===== config.mk =====
export PLATFORM = sky130hd
export DESIGN_NAME = adc_sample_fifo
export DESIGN_NICKNAME = d
export VERILOG_FILES = /design/src/rtl/adcq_pkg.sv /design/src/rtl/adcq_ram.sv /design/src/rtl/adcq_ctrl.sv /design/src/rtl/adcq_thresh.sv /design/src/rtl/adcq_irq.sv /design/src/rtl/adc_sample_fifo.sv
export SDC_FILE = /design/constraint.sdc
export NUM_CORES = 1
export LEC_CHECK = 0
export BUFFER_PORTS_ARGS = -buffer_cell sky130_fd_sc_hd__buf_2
export CAP_MARGIN = 5
export CORE_ASPECT_RATIO = 0.75
export CORE_MARGIN = 4
export CORE_UTILIZATION = 45
export DETAILED_ROUTE_END_ITERATION = 6
export SLEW_MARGIN = 5
export SYNTH_ARGS = -nofsm -noshare
export SYNTH_HDL_FRONTEND = slang
export SYNTH_SLANG_ARGS = --single-unit

===== constraint.sdc =====
create_clock -name clk -period 3.2 [get_ports clk]
set_clock_uncertainty 0.05 [all_clocks]
set_input_delay 0.48 -clock clk [delete_from_list [all_inputs] [get_ports clk]]
set_output_delay 0.48 -clock clk [all_outputs]
set_load 0.01 [all_outputs]

===== src/rtl/adcq_pkg.sv =====
package adcq_pkg;
  localparam int SAMPLE_W = 16;
  localparam int FIFO_DEPTH = 48;
  localparam int STAT_W = 8;
  localparam int IRQ_BIT = 4;
  localparam int OVF_BIT = 0;
endpackage


===== src/rtl/adcq_ram.sv =====
module adcq_ram #(
  parameter int W = 16,
  parameter int DEPTH = 48,
  localparam int AW = $clog2(DEPTH)
) (
  input  logic          clk,
  input  logic          rst,
  input  logic          we,
  input  logic [AW-1:0] waddr,
  input  logic [W-1:0]  wdata,
  input  logic          re,
  input  logic [AW-1:0] raddr,
  output logic [W-1:0]  rdata
);
  logic [W-1:0] mem [DEPTH];

  always_ff @(posedge clk) begin
    if (we) mem[waddr] <= wdata;
  end

  always_ff @(posedge clk) begin
    if (rst) rdata <= '0;
    else if (re) rdata <= mem[raddr];
  end
endmodule


===== src/rtl/adcq_ctrl.sv =====
module adcq_ctrl #(
  parameter int DEPTH = 48,
  localparam int AW = $clog2(DEPTH),
  localparam int CW = $clog2(DEPTH + 1)
) (
  input  logic          clk,
  input  logic          rst,
  input  logic          flush,
  input  logic          wr_en,
  input  logic          rd_en,
  output logic          wr_ok,
  output logic          rd_ok,
  output logic [AW-1:0] wptr,
  output logic [AW-1:0] rptr,
  output logic [CW-1:0] count,
  output logic          ovf
);
  localparam logic [CW-1:0] FULL_C = CW'(DEPTH);
  localparam logic [AW-1:0] LAST_P = AW'(DEPTH - 1);

  logic full, empty;

  always_comb begin
    full  = (count == FULL_C);
    empty = (count == '0);
    wr_ok = wr_en && !full && !flush;
    rd_ok = rd_en && !empty && !flush;
  end

  always_ff @(posedge clk) begin
    if (rst || flush) begin
      wptr  <= '0;
      rptr  <= '0;
      count <= '0;
      ovf   <= 1'b0;
    end else begin
      if (wr_ok) wptr <= (wptr == LAST_P) ? '0 : wptr + 1'b1;
      if (rd_ok) rptr <= (rptr == LAST_P) ? '0 : rptr + 1'b1;
      case ({wr_ok, rd_ok})
        2'b10:   count <= count + 1'b1;
        2'b01:   count <= count - 1'b1;
        default: count <= count;
      endcase
      if (wr_en && full) ovf <= 1'b1;
    end
  end


  count_bound_chk: assert property (@(posedge clk) disable iff (rst)
    count <= FULL_C);


  full_drop_chk: assert property (@(posedge clk) disable iff (rst)
    (wr_en && full && !rd_en && !flush) |=> (ovf && count == FULL_C));


  ovf_sticky_chk: assert property (@(posedge clk) disable iff (rst)
    (ovf && !flush) |=> ovf);


  empty_read_chk: assert property (@(posedge clk) disable iff (rst)
    (rd_en && !wr_en && empty && !flush) |=> (count == '0));
endmodule


===== src/rtl/adcq_thresh.sv =====
module adcq_thresh #(
  parameter int DEPTH = 48,
  parameter int BUS_W = 8,
  localparam int CW = $clog2(DEPTH + 1)
) (
  input  logic             clk,
  input  logic             rst,
  input  logic             we,
  input  logic [CW-1:0]    wdata,
  output logic [CW-1:0]    thr,
  output logic [BUS_W-1:0] rdata
);
  localparam logic [CW-1:0] MAX_C = CW'(DEPTH);
  localparam logic [CW-1:0] ONE_C = CW'(1);

  logic [CW-1:0] clamped;

  always_comb begin
    if (wdata == '0)       clamped = ONE_C;
    else if (wdata > MAX_C) clamped = MAX_C;
    else                    clamped = wdata;
    rdata = BUS_W'(thr);
  end

  always_ff @(posedge clk) begin
    if (rst) thr <= ONE_C;
    else if (we) thr <= clamped;
  end


  thr_range_chk: assert property (@(posedge clk) disable iff (rst)
    (thr >= ONE_C) && (thr <= MAX_C));
endmodule


===== src/rtl/adcq_irq.sv =====
module adcq_irq #(
  parameter int DEPTH = 48,
  localparam int CW = $clog2(DEPTH + 1)
) (
  input  logic          clk,
  input  logic          rst,
  input  logic          flush,
  input  logic          clr,
  input  logic [CW-1:0] count,
  input  logic [CW-1:0] thr,
  output logic          irq
);
  logic met, met_d;

  always_comb met = (count >= thr);

  always_ff @(posedge clk) begin
    if (rst || flush) begin
      met_d <= 1'b0;
      irq   <= 1'b0;
    end else begin
      met_d <= met;
      if (met && !met_d) irq <= 1'b1;
      else if (clr)      irq <= 1'b0;
    end
  end


  irq_cause_chk: assert property (@(posedge clk) disable iff (rst)
    $rose(irq) |-> $past(count >= thr));


  irq_hold_chk: assert property (@(posedge clk) disable iff (rst)
    (irq && !clr && !flush) |=> irq);
endmodule


===== src/rtl/adc_sample_fifo.sv =====
module adc_sample_fifo
  import adcq_pkg::*;
#(
  parameter int W = SAMPLE_W,
  parameter int DEPTH = FIFO_DEPTH,
  parameter int BUS_W = STAT_W,
  localparam int AW = $clog2(DEPTH),
  localparam int CW = $clog2(DEPTH + 1)
) (
  input  logic             clk,
  input  logic             rst,
  input  logic             flush,
  input  logic             wr_en,
  input  logic [W-1:0]     wr_data,
  input  logic             rd_en,
  output logic [W-1:0]     rd_data,
  output logic [CW-1:0]    fill_level,
  input  logic             thr_we,
  input  logic [CW-1:0]    thr_wdata,
  output logic [BUS_W-1:0] thr_rdata,
  input  logic             irq_clr,
  output logic             irq,
  output logic             overflow,
  output logic [BUS_W-1:0] status
);
  logic          wr_ok, rd_ok;
  logic [AW-1:0] wptr, rptr;
  logic [CW-1:0] thr;

  adcq_ctrl #(.DEPTH(DEPTH)) u_ctrl (
    .clk(clk), .rst(rst), .flush(flush), .wr_en(wr_en), .rd_en(rd_en),
    .wr_ok(wr_ok), .rd_ok(rd_ok), .wptr(wptr), .rptr(rptr),
    .count(fill_level), .ovf(overflow)
  );

  adcq_ram #(.W(W), .DEPTH(DEPTH)) u_ram (
    .clk(clk), .rst(rst), .we(wr_ok), .waddr(wptr), .wdata(wr_data),
    .re(rd_ok), .raddr(rptr), .rdata(rd_data)
  );

  adcq_thresh #(.DEPTH(DEPTH), .BUS_W(BUS_W)) u_thr (
    .clk(clk), .rst(rst), .we(thr_we), .wdata(thr_wdata),
    .thr(thr), .rdata(thr_rdata)
  );

  adcq_irq #(.DEPTH(DEPTH)) u_irq (
    .clk(clk), .rst(rst), .flush(flush), .clr(irq_clr),
    .count(fill_level), .thr(thr), .irq(irq)
  );

  always_comb begin
    status = '0;
    status[IRQ_BIT] = irq;
    status[OVF_BIT] = overflow;
  end


  flush_empty_chk: assert property (@(posedge clk) disable iff (rst)
    flush |=> (fill_level == '0 && !overflow && !irq));
endmodule


After elaboration in Yosys (flattened, before gate mapping)
Memories as Yosys holds them, arrays and structs flattened. A register that Yosys moved wholly into a read port is not among the register bits.
Index checks and enable logic that the tools add are counted.
{"block": "word_totals", "out_inout_bits": 40, "ff_bits": 27, "input_bits": 29, "n_memories": 1, "romBits": 0, "latch_bits": 0, "ram_bits": 768, "wordCells": 43}
{"block": "classes", "eq_ne": 5, "reduce_logical": 15, "div": 0, "mul": 0, "shift": 0, "n_lt_le_gt_ge": 2, "bitwise_logic": 0, "mux": 9, "addsub": 4}
{"memory": "u_ram.mem", "words": 48, "width": 16, "read_ports": 1, "rd_clocked_by_memory_dff": 1, "wr": 1, "line": "adcq_ram.sv:15", "rtl": "logic [W-1:0] mem [DEPTH];"}
{"op": "2-to-1 mux 6 bit", "count": 4}
{"op": "adder 6 x 1 -> 6 bit (second input constant)", "count": 3}
{"op": "== test 6 bit (second input constant)", "count": 3}
{"op": "zero test 6 bit", "count": 2}
{"op": "case mux 6 bit (2 select lines)", "count": 1}
{"op": ">= comparator 6 bit", "count": 1}
{"op": "> comparator 6 bit (second input constant)", "count": 1}
{"op": "logical AND 1 bit", "count": 6}
{"op": "subtractor 6 x 1 -> 6 bit (second input constant)", "count": 1}
{"op": "zero test 1 bit", "count": 4}
{"op": "2-to-1 mux 1 bit", "count": 4}
{"op": "nonzero test 2 bit", "count": 2}
{"op": "== test 2 x 1 -> 1 bit (second input constant)", "count": 1}
{"op": "== test 2 bit (second input constant)", "count": 1}
{"op": "logical OR 1 bit", "count": 1}

Longest topological paths before layout
{"block": "logic_depth", "depth_word": 6, "mapped_depth": 13, "depth_no_buf": 13}

Cells and area by module
A second synthesis with hierarchy kept.
{"block": "unflattened", "hier_cells": 1624, "area_unflattened_um2": 32133.3}
{"module": "adcq_ram", "n_inst": 1, "area_per_inst_um2": 30410.4, "seq_area_each_um2": 23382.4, "cells_each": 1427}
{"module": "adcq_ctrl", "n_inst": 1, "area_per_inst_um2": 1134.8, "seq_area_each_um2": 380.4, "cells_each": 128}
{"module": "adcq_thresh", "n_inst": 1, "area_per_inst_um2": 312.8, "seq_area_each_um2": 120.1, "cells_each": 36}
{"module": "adcq_irq", "n_inst": 1, "area_per_inst_um2": 211.5, "seq_area_each_um2": 40.0, "cells_each": 24}
{"module": "adc_sample_fifo", "n_inst": 1, "area_per_inst_um2": 63.8, "seq_area_each_um2": 0.0, "cells_each": 9}

Worst setup path before layout
No wires, ideal clock.
{"block": "synth_path", "path_type": "register to register", "start": "register u_ctrl.count[0]", "end": "register u_ctrl.count[5]", "setup_slack_ps": 626, "arrival_ps": 2408, "path_buffers": 0, "path_stages_with_launch": 13, "cell_sequence": "dfxtp_1 > nor4_4 > a21bo_1 > or2_1 > inv_2 > ha_1 > ha_1 > a21o_1 > a21oi_1 > o21ai_0 > o311ai_0 > xnor2_1 > nor2_1"}
{"block": "synth_between", "elab_chain_cells": 6, "word_cells_on_any_way": 14, "cone_classes": "add/sub (2); eq/ne (3); mux (1); reduce/logical (8)"}
{"item": "start: declaration", "line": "adcq_ctrl.sv:15", "rtl": "output logic [CW-1:0] count,"}
{"item": "start signal: assignment", "line": "adcq_ctrl.sv:40", "rtl": "2'b10: count <= count + 1'b1;"}
{"item": "start signal: assignment", "line": "adcq_ctrl.sv:41", "rtl": "2'b01: count <= count - 1'b1;"}
{"item": "start signal: assignment", "line": "adcq_ctrl.sv:42", "rtl": "default: count <= count;"}
{"item": "zero test 6 bit *", "line": "adcq_ctrl.sv:25", "rtl": "empty = (count == '0);"}
{"item": "zero test 1 bit *", "line": "adcq_ctrl.sv:27", "rtl": "rd_ok = rd_en && !empty && !flush;"}
{"item": "logical AND 1 bit * (2 in a row)", "line": "adcq_ctrl.sv:27"}
{"item": "named net rd_ok", "line": "adc_sample_fifo.sv:26", "rtl": "logic wr_ok, rd_ok;"}
{"item": "== test 2 x 1 -> 1 bit or == test 2 bit (tied branches)", "line": "adcq_ctrl.sv:39", "rtl": "case ({wr_ok, rd_ok})"}
{"item": "case mux 6 bit (2 select lines) or nonzero test 2 bit (tied branches)"}
The timed path passes the listed nets; every way through them passes the cells marked *.
A chain may end at the register's enable or synchronous reset.

Final worst setup path
{"block": "layout_path", "start": "register u_ctrl.count[1]", "end": "register u_ctrl.count[5]"}
{"block": "layout_between", "elab_chain_cells": 6, "word_cells_on_any_way": 14, "cone_classes": "add/sub (2); eq/ne (3); mux (1); reduce/logical (8)"}
{"item": "== test 6 bit or zero test 6 bit (tied branches)", "line": "adcq_ctrl.sv:24, adcq_ctrl.sv:25"}
{"item": "zero test 1 bit (on tied branches)", "line": "adcq_ctrl.sv:26, adcq_ctrl.sv:27"}
{"item": "logical AND 1 bit (on tied branches) (2 in a row)", "line": "adcq_ctrl.sv:26, adcq_ctrl.sv:27"}
{"item": "== test 2 x 1 -> 1 bit or == test 2 bit (tied branches)", "line": "adcq_ctrl.sv:39"}
{"item": "case mux 6 bit (2 select lines) or nonzero test 2 bit (tied branches)"}
Parallel ways exist; a longest one is shown, timed or not.

==> reports/results.ini <==
[run_status]
status = finished, final reports clean

[cts]
clk_path_buf_depth = 3
cts_hold_buf = 0
clk_pin_slew_ns = 0.06
cts_buffers = 79
clk-insertion-delay-late_ns = 0.62
cts_sinks = 811
cts_root_buf = clkbuf_16
h-tree-depth = 3
cts-resized-gates = 0
cts_setup_buffers = 0
tritoncts = yes

[setup_path]
worstPathArrival_ns = 3.24
crit_required_ns = 3.63
crit_family = compound AO/OA/AOI/OAI gates
crit_top_cell = ha_1
startpoint = u_ctrl.count[1]
crit_chain = nor4_4, buf_4, a211oi_4, inv_1, ha_1, ha_1, a21o_1, a21oi_1, o21ai_0, o311ai_0, xnor2_1, nor2_1
crit_path_max_fanout = 7
rr_worst_depth = 12
crit_path_max_incr_delay_ns = 0.47
cp.depth = 12
slowest_stage = dfxtp_1
path_class = reg2reg
cp_num_buf_inv = 2
reg2reg_setup_slack_ns = 0.39
timing.rr.end = u_ctrl.count[5]
start_kind = flip-flop
critPathCapture = u_ctrl.count[5]
reg2reg_from = u_ctrl.count[1]
cp-end-kind = flip-flop

[floorplanning]
core_um2 = 69100
die_w_um = 314
fp.dieH_um = 238
die_area_um2 = 74600
placementRows = 83
ios = 69
initial_core_util_pct = 45.8

[global_routing]
grt_max_degree = 49
grt_pass1_wl_um = 112000
antenna_found_initial = 2
grt_usage_pct = 20.7
gr-total-overflow = 0
grt_pass1_vias = 15800

[synthesis]
yosysTopAreaCellShare_pct = 72.9
synth_edf_count = 768
synth_area_leader_cell = edfxtp_1
synth_seq_cells = 811
ys_warn_count = 0
ys.flop_type = edfxtp_1
netlist_area_um2 = 31600
netlist_instances = 1588
yosysUniqueCellTypes = 57
avgSynthCellArea_um2 = 19.9
ys_top_cells_by_area = edfxtp_1 73%, mux4_2 11%, dfxtp_1 2.7%, mux2i_1 2.2%, a21oi_1 1.5%
ys_seq_area_share_pct = 75.7
async_flop_share_pct = 0

[placed_design]
finalWeightedCongestion = 0.836
post-dp-hpwl_um = 46700
place_ws_ns = 0.390
place.port_buffers = 60
dpl_cell_area_um2 = 33400
dpl.cell_count = 2596

[timing]
fin_setup_tns_ns = 0
fin_ws_ns = 0.388
setup_viol = 0
min_period_ns = 2.81
fmax_mhz = 356
tightest_slew_ns = 1.16
whs_ns = 0.0893
slew_headroom_pct = 22.5
rsz0062_at_grt = no
min_period_over_period_pct = 87.9
finalHoldViolations = 0
final_max_slew_viol_count = 0

[layout]
fillers = 5450
stdcell_area_um2 = 36000
seqCellArea_um2 = 23900
diodes = 0
instances_no_fill = 2740
multi_input_comb_area_um2 = 7050
syn2layout_area_growth_pct = 13.7
drive_gt1_share_pct = 26.0
fin_nets = 1785

[power]
power_density_nw_per_um2 = 589
ir_worst_vdd_mv = 0.454
p_leak_nw = 11.1

[hold_path]
worstHoldStart = wr_en
hold_class = in2reg

[run]
cap_violations = 0

[detailed_routing]
first_iter_violations = 1897
drt_pass1_iterations = 7
ant_nets = 0
vias = 16000
via_per_inst = 5.85
drcViolationCount = 0
post_drt_wl_per_cell_um = 28.2
totalWireLength_um = 77200

logic make-up after synthesis:
family                   share of synthesized area [%]
flip-flops                                        75.7
multiplexers                                      14.1
AO/OA/AOI/OAI                                     4.55
AND/OR/NAND/NOR                                   2.63
buffers and inverters                             2.18
adder cells (fa/ha/maj)                          0.578
XOR/XNOR                                         0.305
other                                           0.0119
final cells by class:
class | count | share of cell area, %
timing repair buffer | 164 | 3.39
sequential | 811 | 66.5
tap | 935 | 3.25
clock inverter | 38 | 0.988
inverter | 15 | 0.157
clock buffer | 106 | 6.07
multi-input combinational | 671 | 19.6
cell usage after synthesis, types with 2 or more instances:
cell and count:
edfxtp_1 768, mux4_2 159, a21oi_1 92, nor2_1 81, mux2i_1 68, a22oi_1 46, nand2_1 46, dfxtp_1 43
clkbuf_1 32, o221ai_1 32, buf_2 24, buf_4 18, mux2_2 17, ha_1 13, inv_1 13, buf_6 12
nand2b_1 12, o2bb2ai_1 12, nor2b_1 8, o21ai_0 8, buf_1 6, nand3_1 6, xor2_1 6, a211oi_1 5
a22o_1 5, xnor2_1 5, a21o_1 4, and2_1 4, buf_8 4, o22ai_1 4, nand3b_1 3, nor4_1 3
and3_1 2, buf_12 2, nor3b_1 2, or3_1 2
worst min-delay path, stage by stage:
cell,delay (ns)
buf_2,0.09
a31oi_1,0.07
nor2_1,0.07
sequential cells by signal, summed over array words and instances (netlist names):
| register | flops |
|---|---|
| u_thr.thr | 6 |
| u_ctrl.count | 6 |
| u_ctrl.wptr | 6 |
| u_ram.mem | 768 |
| u_irq.met_d | 1 |
| u_ctrl.rptr | 6 |
| u_ram.rdata | 16 |
| u_ctrl.ovf | 1 |
| u_irq.irq | 1 |
power breakdown:
| part | switching [mW] | internal [mW] |
|---|---|---|
| Combinational | 0.291 | 0.0924 |
| Clock | 3.87 | 5.29 |
| Sequential | 0.0150 | 11.6 |
| Total | 4.17 | 17.0 |
placed cells by master, fill, tap and decap left out, types with 32 or more instances in the layout:
master / n
buf_2: 60
dfxtp_1: 41
clkbuf_16: 82
mux2i_1: 68
buf_4: 93
a22oi_1: 46
nor2_1: 74
edfxtp_1: 768
a21oi_1: 92
mux4_2: 159
o221ai_1: 32
nand2_1: 46
worst min-delay path by stage:
stage	endpoint	slack, ns	cells after the start
6_report	u_ctrl.ovf	0.09	3
5_1_grt	u_ctrl.ovf	0.09	3
4_1_cts	u_ctrl.ovf	0.05	3
3_5_place_dp	u_irq.irq	0.35	1
3_3_place_gp	u_irq.irq	0.35	1
2_1_floorplan	u_irq.irq	0.34	1
metrics by stage:
| step | power [mW] | utilization, % |
|---|---|---|
| floorplan | 12.0 | - |
| global placement | 12.2 | 48.4 |
| detailed placement | 12.3 | 48.4 |
| CTS | 21.4 | 52.1 |
| global route | 21.9 | 52.1 |
| finish | 21.2 | 52.1 |
per-layer routing:
layer | up-vias | global-route usage, % | wire length (um)
met5 | - | 0 | 0
met3 | 87 | 4.72 | 6450
li1 | 6809 | - | -
met4 | 0 | 3.96 | 1110
met1 | 8423 | 33.1 | 36500
met2 | 708 | 29.1 | 33100
Note: power is estimated with default switching activity, not from simulation.
